$ cat src/rtl/tkr_pkg.sv
// Shared types for the token readout controller.
// Assumes: event words are stored already packed in the layout below.
package tkr_pkg;

    // Packed event word, most-significant field first on the line.
    typedef struct packed {
        logic [11:0] bcid;
        logic [11:0] charge;
        logic        gain_lo;
        logic        trig;
    } evt_word_t;

    localparam int EVT_W = $bits(evt_word_t);

    // Controller phases for one token visit.
    typedef enum logic [1:0] {
        ST_IDLE  = 2'd0,
        ST_FETCH = 2'd1,
        ST_LOAD  = 2'd2,
        ST_SHIFT = 2'd3
    } rd_state_e;

endpackage

$ cat src/rtl/tkr_seq.sv
// Token sequencer: captures the event count at token arrival, walks the
// word index, emits the outgoing token and the chain-completion flag.
// Assumes: bit_last comes from the serializer and marks the final bit of a word.
module tkr_seq #(
    parameter int DEPTH  = 16,
    parameter int CNT_W  = $clog2(DEPTH + 1),
    parameter int ADDR_W = $clog2(DEPTH)
) (
    input  logic                 clk,
    input  logic                 rst_n,
    input  logic                 tok_in,
    input  logic [CNT_W-1:0]     ev_count,
    input  logic                 chain_tail,
    input  logic                 bit_last,
    output tkr_pkg::rd_state_e   state,
    output logic [ADDR_W-1:0]    wcnt,
    output logic                 more,
    output logic                 tok_out,
    output logic                 rd_done
);
    import tkr_pkg::*;

    logic [CNT_W-1:0] nev;
    logic [CNT_W-1:0] cnt_clamped;
    logic [CNT_W:0]   nxt_idx;

    // Limit the requested count to the store depth.
    always_comb begin
        cnt_clamped = (ev_count > CNT_W'(DEPTH)) ? CNT_W'(DEPTH) : ev_count;
    end

    // Tell whether another word follows the current one.
    always_comb begin
        nxt_idx = (CNT_W+1)'(wcnt) + 1'b1;
        more    = nxt_idx < {1'b0, nev};
    end

    // Phase machine, token pulse and completion flag.
    always_ff @(posedge clk) begin
        if (!rst_n) begin
            state   <= ST_IDLE;
            nev     <= '0;
            wcnt    <= '0;
            tok_out <= 1'b0;
            rd_done <= 1'b0;
        end else begin
            tok_out <= 1'b0;
            unique case (state)
                ST_IDLE: begin
                    if (tok_in) begin
                        nev     <= cnt_clamped;
                        wcnt    <= '0;
                        rd_done <= 1'b0;
                        if (cnt_clamped == '0) begin
                            tok_out <= 1'b1;
                            rd_done <= chain_tail;
                        end else begin
                            state <= ST_FETCH;
                        end
                    end
                end
                ST_FETCH: state <= ST_LOAD;
                ST_LOAD:  state <= ST_SHIFT;
                ST_SHIFT: begin
                    if (bit_last) begin
                        if (more) begin
                            wcnt <= wcnt + 1'b1;
                        end else begin
                            state   <= ST_IDLE;
                            tok_out <= 1'b1;
                            rd_done <= chain_tail;
                        end
                    end
                end
                default: state <= ST_IDLE;
            endcase
        end
    end

    // the captured count never exceeds the store depth.
    a_r8_count_clamped: assert property (@(posedge clk) disable iff (!rst_n)
        nev <= CNT_W'(DEPTH));

    // a token arriving while busy does not produce an extra token.
    a_r9_busy_token_ignored: assert property (@(posedge clk) disable iff (!rst_n)
        (tok_in && state == ST_FETCH) |=> !tok_out);

endmodule

$ cat src/rtl/tkr_fetch.sv
// RAM read generator: one read for the first word on token arrival and a
// prefetch of each following word two bits before the current word ends.
// Assumes: RAM returns data one cycle after the strobe; word width >= 3.
module tkr_fetch #(
    parameter int DEPTH  = 16,
    parameter int ADDR_W = $clog2(DEPTH)
) (
    input  logic               clk,
    input  logic               rst_n,
    input  tkr_pkg::rd_state_e state,
    input  logic               bit_pre,
    input  logic               more,
    input  logic [ADDR_W-1:0]  wcnt,
    output logic               rd_en,
    output logic [ADDR_W-1:0]  addr
);
    import tkr_pkg::*;

    // Strobe and address for the word needed next.
    always_comb begin
        rd_en = 1'b0;
        addr  = '0;
        if (state == ST_FETCH) begin
            rd_en = 1'b1;
        end else if (state == ST_SHIFT && bit_pre && more) begin
            rd_en = 1'b1;
            addr  = wcnt + 1'b1;
        end
    end

    // reads are isolated single-cycle strobes.
    a_r11_single_read: assert property (@(posedge clk) disable iff (!rst_n)
        rd_en |=> !rd_en);

endmodule

$ cat src/rtl/tkr_ser.sv
// Word serializer: loads a word and presents it MSB first, one bit per clock.
// Assumes: load and shift_en are produced by the sequencer phases.
module tkr_ser #(
    parameter int WORD_W = tkr_pkg::EVT_W,
    parameter int BIT_W  = $clog2(WORD_W)
) (
    input  logic              clk,
    input  logic              rst_n,
    input  logic              load,
    input  logic              shift_en,
    input  logic [WORD_W-1:0] din,
    output logic              msb,
    output logic              bit_pre,
    output logic              bit_last
);
    logic [WORD_W-1:0] shreg;
    logic [BIT_W-1:0]  bitcnt;

    // Shift register and bit position.
    always_ff @(posedge clk) begin
        if (!rst_n) begin
            shreg  <= '0;
            bitcnt <= '0;
        end else if (load) begin
            shreg  <= din;
            bitcnt <= '0;
        end else if (shift_en) begin
            shreg <= {shreg[WORD_W-2:0], 1'b0};
            if (!bit_last) bitcnt <= bitcnt + 1'b1;
        end
    end

    // Position flags for prefetch and word end.
    always_comb begin
        msb      = shreg[WORD_W-1];
        bit_pre  = bitcnt == BIT_W'(WORD_W - 2);
        bit_last = bitcnt == BIT_W'(WORD_W - 1);
    end

    // a word that ends without a reload ends the shifting phase.
    a_r3_word_end_stops: assert property (@(posedge clk) disable iff (!rst_n)
        (shift_en && bit_last && !load) |=> !shift_en);

endmodule

$ cat src/rtl/tkr_chain_readout.sv
// Per-chip readout controller for a token-passing chain on one shared
// serial line. Drives the line only between token arrival and hand-over.
// Assumes: single clock, RAM with one-cycle read latency, chain_tail static.
module tkr_chain_readout #(
    parameter int DEPTH  = 16,
    parameter int WORD_W = tkr_pkg::EVT_W,
    parameter int CNT_W  = $clog2(DEPTH + 1),
    parameter int ADDR_W = $clog2(DEPTH)
) (
    input  logic              clk,
    input  logic              rst_n,
    input  logic              tok_in,
    input  logic [CNT_W-1:0]  ev_count,
    input  logic              chain_tail,
    output logic              ram_rd_en,
    output logic [ADDR_W-1:0] ram_addr,
    input  logic [WORD_W-1:0] ram_data,
    output logic              sdo,
    output logic              sdo_oe,
    output logic              tok_out,
    output logic              rd_done
);
    import tkr_pkg::*;

    rd_state_e         state;
    logic [ADDR_W-1:0] wcnt;
    logic              more;
    logic              bit_pre;
    logic              bit_last;
    logic              msb;
    logic              load;
    logic              shifting;

    tkr_seq #(.DEPTH(DEPTH), .CNT_W(CNT_W), .ADDR_W(ADDR_W)) u_seq (
        .clk(clk), .rst_n(rst_n), .tok_in(tok_in), .ev_count(ev_count),
        .chain_tail(chain_tail), .bit_last(bit_last), .state(state),
        .wcnt(wcnt), .more(more), .tok_out(tok_out), .rd_done(rd_done)
    );

    tkr_fetch #(.DEPTH(DEPTH), .ADDR_W(ADDR_W)) u_fetch (
        .clk(clk), .rst_n(rst_n), .state(state), .bit_pre(bit_pre),
        .more(more), .wcnt(wcnt), .rd_en(ram_rd_en), .addr(ram_addr)
    );

    tkr_ser #(.WORD_W(WORD_W)) u_ser (
        .clk(clk), .rst_n(rst_n), .load(load), .shift_en(shifting),
        .din(ram_data), .msb(msb), .bit_pre(bit_pre), .bit_last(bit_last)
    );

    // Load on the first word and on each back-to-back successor.
    always_comb begin
        shifting = state == ST_SHIFT;
        load     = (state == ST_LOAD) || (shifting && bit_last && more);
    end

    // Line drive: enable only while shifting, data gated by the enable.
    always_comb begin
        sdo_oe = shifting;
        sdo    = shifting & msb;
    end

    // the line is released in the token hand-over cycle.
    a_r5_release_on_pass: assert property (@(posedge clk) disable iff (!rst_n)
        tok_out |-> !sdo_oe);

    // the enable only ever falls together with the token pulse.
    a_r4_oe_ends_with_token: assert property (@(posedge clk) disable iff (!rst_n)
        $fell(sdo_oe) |-> tok_out);

    // the completion flag rises only with a hand-over at the tail.
    a_r10_done_at_tail: assert property (@(posedge clk) disable iff (!rst_n)
        $rose(rd_done) |-> (tok_out && chain_tail));

endmodule

$ cat config.mk
export PLATFORM = sky130hd
export DESIGN_NAME = tkr_chain_readout
export DESIGN_NICKNAME = d
export VERILOG_FILES = /design/src/rtl/tkr_pkg.sv /design/src/rtl/tkr_seq.sv /design/src/rtl/tkr_fetch.sv /design/src/rtl/tkr_ser.sv /design/src/rtl/tkr_chain_readout.sv
export SDC_FILE = /design/constraint.sdc
export NUM_CORES = 1
export LEC_CHECK = 0
export BUFFER_PORTS_ARGS = -buffer_cell sky130_fd_sc_hd__buf_2
export CORE_MARGIN = 4
export CORE_UTILIZATION = 56
export CTS_CLUSTER_SIZE = 28
export DETAILED_ROUTE_END_ITERATION = 10
export MAX_ROUTING_LAYER = met4
export PLACE_DENSITY = 0.8
export SLEW_MARGIN = 25
export SYNTH_ARGS = -nofsm -noshare
export SYNTH_HDL_FRONTEND = slang
export SYNTH_HIERARCHICAL = 1
export SYNTH_SLANG_ARGS = --single-unit
export TNS_END_PERCENT = 5
$ cat constraint.sdc
create_clock -name clk -period 3.43 [get_ports clk]
set_input_delay 0.5145 -clock clk [delete_from_list [all_inputs] [get_ports clk]]
set_output_delay 0.5145 -clock clk [all_outputs]
set_load 0.05 [all_outputs]
=== Word-level counts from Yosys, hierarchy flattened ===
Index checks and enable logic that the tools add are counted.

* Flip-flop bits (word level): 44
* Output and inout bits: 9
* Logic and storage cells: 66

* Add/subtract/negate cells: 3
* Order comparisons: 2
* Eq/ne operators: 10
* Muxes and demuxes: 26
* Bitwise operators: 3
* Reductions and logical operators: 15

{| class="wikitable"
|+ Operator list
! operator !! count
|-
| $mux 26 || 2
|-
| $mux 4 || 5
|-
| $reduce_and 4->1 || 3
|-
| $eq 5x5->1 const B || 2
|-
| $mux 1 || 10
|-
| $ne 2x2->1 const B || 5
|-
| $mux 2 || 4
|-
| $pmux 2 s4 || 1
|-
| $pmux 4 s2 || 1
|-
| $lt 6x5->1 || 1
|-
| $add 4x1->5 const B || 1
|-
| $add 5x1->5 const B || 1
|-
| $gt 5x5->1 const B || 1
|-
| $logic_not 5->1 || 1
|-
| $mux 5 || 1
|-
| $add 4x1->4 const B || 1
|-
| $eq 2x2->1 const B || 2
|-
| $logic_and 1x1->1 || 4
|-
| $pmux 1 s2 || 2
|-
| $reduce_and 2->1 || 2
|-
| $reduce_bool 2->1 || 2
|-
| $eq 2x1->1 const B || 1
|-
| $logic_not 2->1 || 1
|-
| $not 1->1 || 2
|-
| other kinds (3) || 3
|}

=== Logic depth before layout (Yosys ltp) ===
* Depth after elaboration: 6
* Depth in mapped cells: 14
* Gate-level depth less buffers: 12

=== Cells and area by module ===
The synthesis kept the hierarchy.

{| class="wikitable"
|+ By module, submodules not included
! module !! times used !! cells an instance !! area an instance (µm²)
|-
| tkr_ser || 1 || 171 || 1609.0
|-
| tkr_seq || 1 || 101 || 830.8
|-
| tkr_fetch || 1 || 12 || 68.8
|-
| tkr_chain_readout || 1 || 4 || 26.3
|}

=== Worst setup path after synthesis ===
No wires, ideal clock.

* Kind: register -> output
* From: register u_seq.wcnt[0]
* To: output ram_addr[2]
* Arrival: 2.637 ns
* Required time: 2.915 ns
* Setup slack: 0.278 ns
* Cell stages (with the launch flop): 10
* Buffers on the path: 0
* Path through: dfxtp_1 ha_1 xor2_1 ha_1 a21o_1 a311oi_2 o21ai_2 inv_1 nand4_1 nor2_1

* Longest elaborated chain between the ends: 5

{| class="wikitable"
|+ Ends and longest elaborated chain
! what !! RTL line !! text
|-
| start: declaration || tkr_seq.sv:16 || <nowiki>output logic [ADDR_W-1:0] wcnt,</nowiki>
|-
| start signal: assignment || tkr_seq.sv:67 || <nowiki>wcnt <= wcnt + 1'b1;</nowiki>
|-
| $add 4x1->5 || tkr_seq.sv:34 || <nowiki>nxt_idx = (CNT_W+1)'(wcnt) + 1'b1;</nowiki>
|-
| $lt 6x5->1 || tkr_seq.sv:35 || <nowiki>more = nxt_idx < {1'b0, nev};</nowiki>
|-
| net more || tkr_chain_readout.sv:27 || <nowiki>logic more;</nowiki>
|-
| $logic_and 1x1->1 || tkr_fetch.sv:25 || <nowiki>end else if (state == ST_SHIFT && bit_pre && more) begin</nowiki>
|-
| $mux 4 || tkr_fetch.sv:25 ||
|-
| $mux 4 || tkr_fetch.sv:23 || <nowiki>if (state == ST_FETCH) begin</nowiki>
|-
| end: declaration || tkr_chain_readout.sv:16 || <nowiki>output logic [ADDR_W-1:0] ram_addr,</nowiki>
|}

The timed path passes the listed nets, and every way through them passes these cells.

=== Final worst setup path ===
Ends and elaborated chain as after synthesis.

==> flow_summary_export.csv <==
group,metric,value,unit
power_and_ir_drop,fin_total_pwr,1.549,mW
job,maxCapViolations,0,
clocking,cts_tree,"done",
placement,port_buffers,43,
grt,grt_pass1_wl,7672,µm
yosys,synth-edff-count,0,
drt,via_per_inst,5.274,
run_status,run_status,"completed",
placement,place.gp.congestion,0.8882,
yosys,synthesized_area_per_cell,8.802,µm²
grt,globalRouteTotalUtil,17.99,%
clocking,cts-root-to-sink-buffers,2,
finish,layout-drive-gt1-share,21.10,%
finish,insertedDiodeCount,0,
sta,clock.fmax,304.7,MHz
grt,via_count_of_the_first_global_routing_pass,1786,
grt,globalRoute.totalOverflow,0,
power_and_ir_drop,total_leakage_power,1.160,nW
drt,drtPass1Iterations,4,
clocking,worstSkewPairLatency,0.30,ns
yosys,synth-seq-area-share,34.75,%
drt,avg_wl_per_cell,12.72,µm
die,ios,44,
placement,hpwl,3354,µm
yosys,syn-num-nets,335,
critical_path,criticalPathCategory,"flip-flop to output pin",
finish,area_growth_syn_to_layout,10.22,%
sta,final_critical_path_setup_slack,0.1478,ns
sta,setup_viol,0,
clocking,cts_root_buf,"clkbuf_8",
grt,grt_max_degree,45,
critical_path,top_fanout_value_on_the_critical_path,9,
drt,drt_iter0_drc,90,
drt,num_vias,1999,
grt,grt_antenna_before_repair,0,
finish,postLayoutCellArea,0.002794,mm²
hold_path,holdCritPathClass,"flip-flop to flip-flop",
yosys,synth-warning-count,6,
critical_path,timing.critical_path.to_type,"output pin",
yosys,synthCells,288,
die,floorplan.initialDensity,58.22,%
placement,dp_worst_setup_slack,0.3240,ns
sta,timing.final.hold_violations,0,
die,core_footprint,0.004354,mm²
critical_path,critical-path-top-cell-by-count,"ha_1",
critical_path,critical_path_arrival,2.77,ns
finish,most_frequent_standard_cell_in_the_layout_excluding_fill_and_tap_cells,"dfxtp_1",
drt,sum_of_met3_wire_segment_lengths_after_detailed_routing,235,µm
critical_path,slowest_delay,0.37,ns
drt,m1WireLength,2301,µm
drt,antenna_violating_nets_post_route,0,
sta,finalClockSkew,0.003805,ns
die,dieWidth,75.28,µm
sta,period_needed,3.282,ns
drt,wl,4822,µm
yosys,ys_ff_latch,44,
placement,detailed_place.area,0.002698,mm²
drt,dr_wl_met2,2218,µm
critical_path,crit_required,2.92,ns
drt,route.top_layer_used,"met4",
clocking,clock_sink_count,44,
yosys,postSynth.asyncResetShare,0,%
yosys,synth.distinct_cells,47,
drt,drc_errors,0,
clocking,numCtsBuffers,5,
clocking,clk_pin_slew_worst_paths,0.08,ns
clocking,cts.hold.buffers_added,0,
critical_path,timing.critical_path.cells,"ha_1, xor2_1, ha_1, a21o_1, a311oi_2, o21ai_2, inv_2, nand4_1, nor2_1, clkbuf_4",
yosys,dominantRegCellSynth,"dfxtp_1",
sta,final_max_slew_viol_count,0,
power_and_ir_drop,ir_drop,0.0003471,V
sta,fin_crit_sh,95.69,%
sta,timing_worst_slew_pin_value,0.6415,ns
finish,num-nets-final,374,
finish,layout.cells.most_common_list,"dfxtp_1 (42), buf_2 (38), nand2_1 (35)",
clocking,htree_num_levels,2,
die,dieArea,0.005667,mm²
critical_path,critical_path.slowest_cell,"dfxtp_2",
sta,min_hold_slack,0.4683,ns
die,core.rowCount,24,
critical_path,timing.critical_path.from_type,"flip-flop",
power_and_ir_drop,powerDensity,554.3,mW/mm²
die,die-height,75.28,µm
sta,timing.slew.headroom,57.23,%
yosys,netlist_area,0.002535,mm²
## final timing paths
kind / startpoint / end / slack [ns] / depth (start not counted)
worst max-delay path: u_seq/wcnt[0]$_SDFFE_PN0P_ / ram_addr[2] / 0.15 / 10
worst min-delay path: u_seq/rd_done$_SDFFE_PN0P_ / u_seq/rd_done$_SDFFE_PN0P_ / 0.47 / 2
worst max register to register: u_seq/wcnt[0]$_SDFFE_PN0P_ / u_ser/shreg[10]$_SDFFE_PN0P_ / 0.53 / 12
worst min register to register: u_seq/rd_done$_SDFFE_PN0P_ / u_seq/rd_done$_SDFFE_PN0P_ / 0.47 / 2
## state kept, by name, summed over array words and instances, names as in the netlist
signal / flops
u_seq/tok_out: 1
u_seq/rd_done: 1
u_seq/nev: 5
u_ser/bitcnt: 5
u_seq/wcnt: 4
u_ser/shreg: 26
u_seq/state: 2
## report_power, final
group	internal [mW]	switching [mW]
combinational	0.237	0.349
clock	0.138	0.174
sequential	0.590	0.0605
total	0.965	0.583
## cells in the mapped netlist (all sizes together) (6+ instances only)
master  count  share of area, %
dfxtp      44                35
nand2      35               5.2
nor2       12               1.8
a21oi       9               1.8
mux2i      28                11
inv        18               2.7
nand3      10               2.0
and2       27               6.7
o21ai      32               6.5
nor3b       6               2.0
buf        10               5.4
ha         12               5.9
## cell type report
| type | count | area, µm² |
|---|---|---|
| flip-flops and latches | 44 | 883.3 |
| multi-input cells | 212 | 1446 |
| inverters | 18 | 67.56 |
| fillers | 374 | 1560 |
| clock buffers | 5 | 68.82 |
| well taps | 52 | 65.06 |
| clock inverters | 2 | 12.51 |
| repair buffers | 46 | 250.2 |
## routing by layer
metal | vias to the layer above | global-route usage (%)
met5 | - | -
met4 | 0 | 5.825
met3 | 6 | 4.406
met2 | 40 | 28.57
met1 | 893 | 22.42
li1 | 1060 | -
## worst max-delay path, delay by kind of cell, from the launching register on
kind | cells | cell delay, ns
flip-flops | 1 | 0.37
XOR/XNOR | 1 | 0.15
buffers and inverters | 2 | 0.37
AO/OA/AOI/OAI | 3 | 0.64
AND/OR/NAND/NOR | 2 | 0.35
adder cells (fa/ha/maj) | 2 | 0.58
## metrics by stage
step	utilization, %	cells	TNS [ns]
floorplan	-	288	0
global placement	61.95	372	0
detailed placement	61.95	372	0
CTS	63.85	379	0
global route	64.17	379	-0.0008042
finish	64.17	379	0
## logic make-up after synthesis
family | share of synthesized area, %
fa+ha+maj | 5.923
simple gates | 23.99
buf+inv | 8.637
xor+xnor | 2.419
flops | 34.75
mux | 11.06
compound gates | 13.23
## what timing repair did
action	4_1_cts	5_1_grt
gates resized for setup	1	11
pin swaps	0	2
setup buffers	0	0
endpoints found under the setup margin	5	5
No activity file was read; power rests on OpenSTA's default activity.
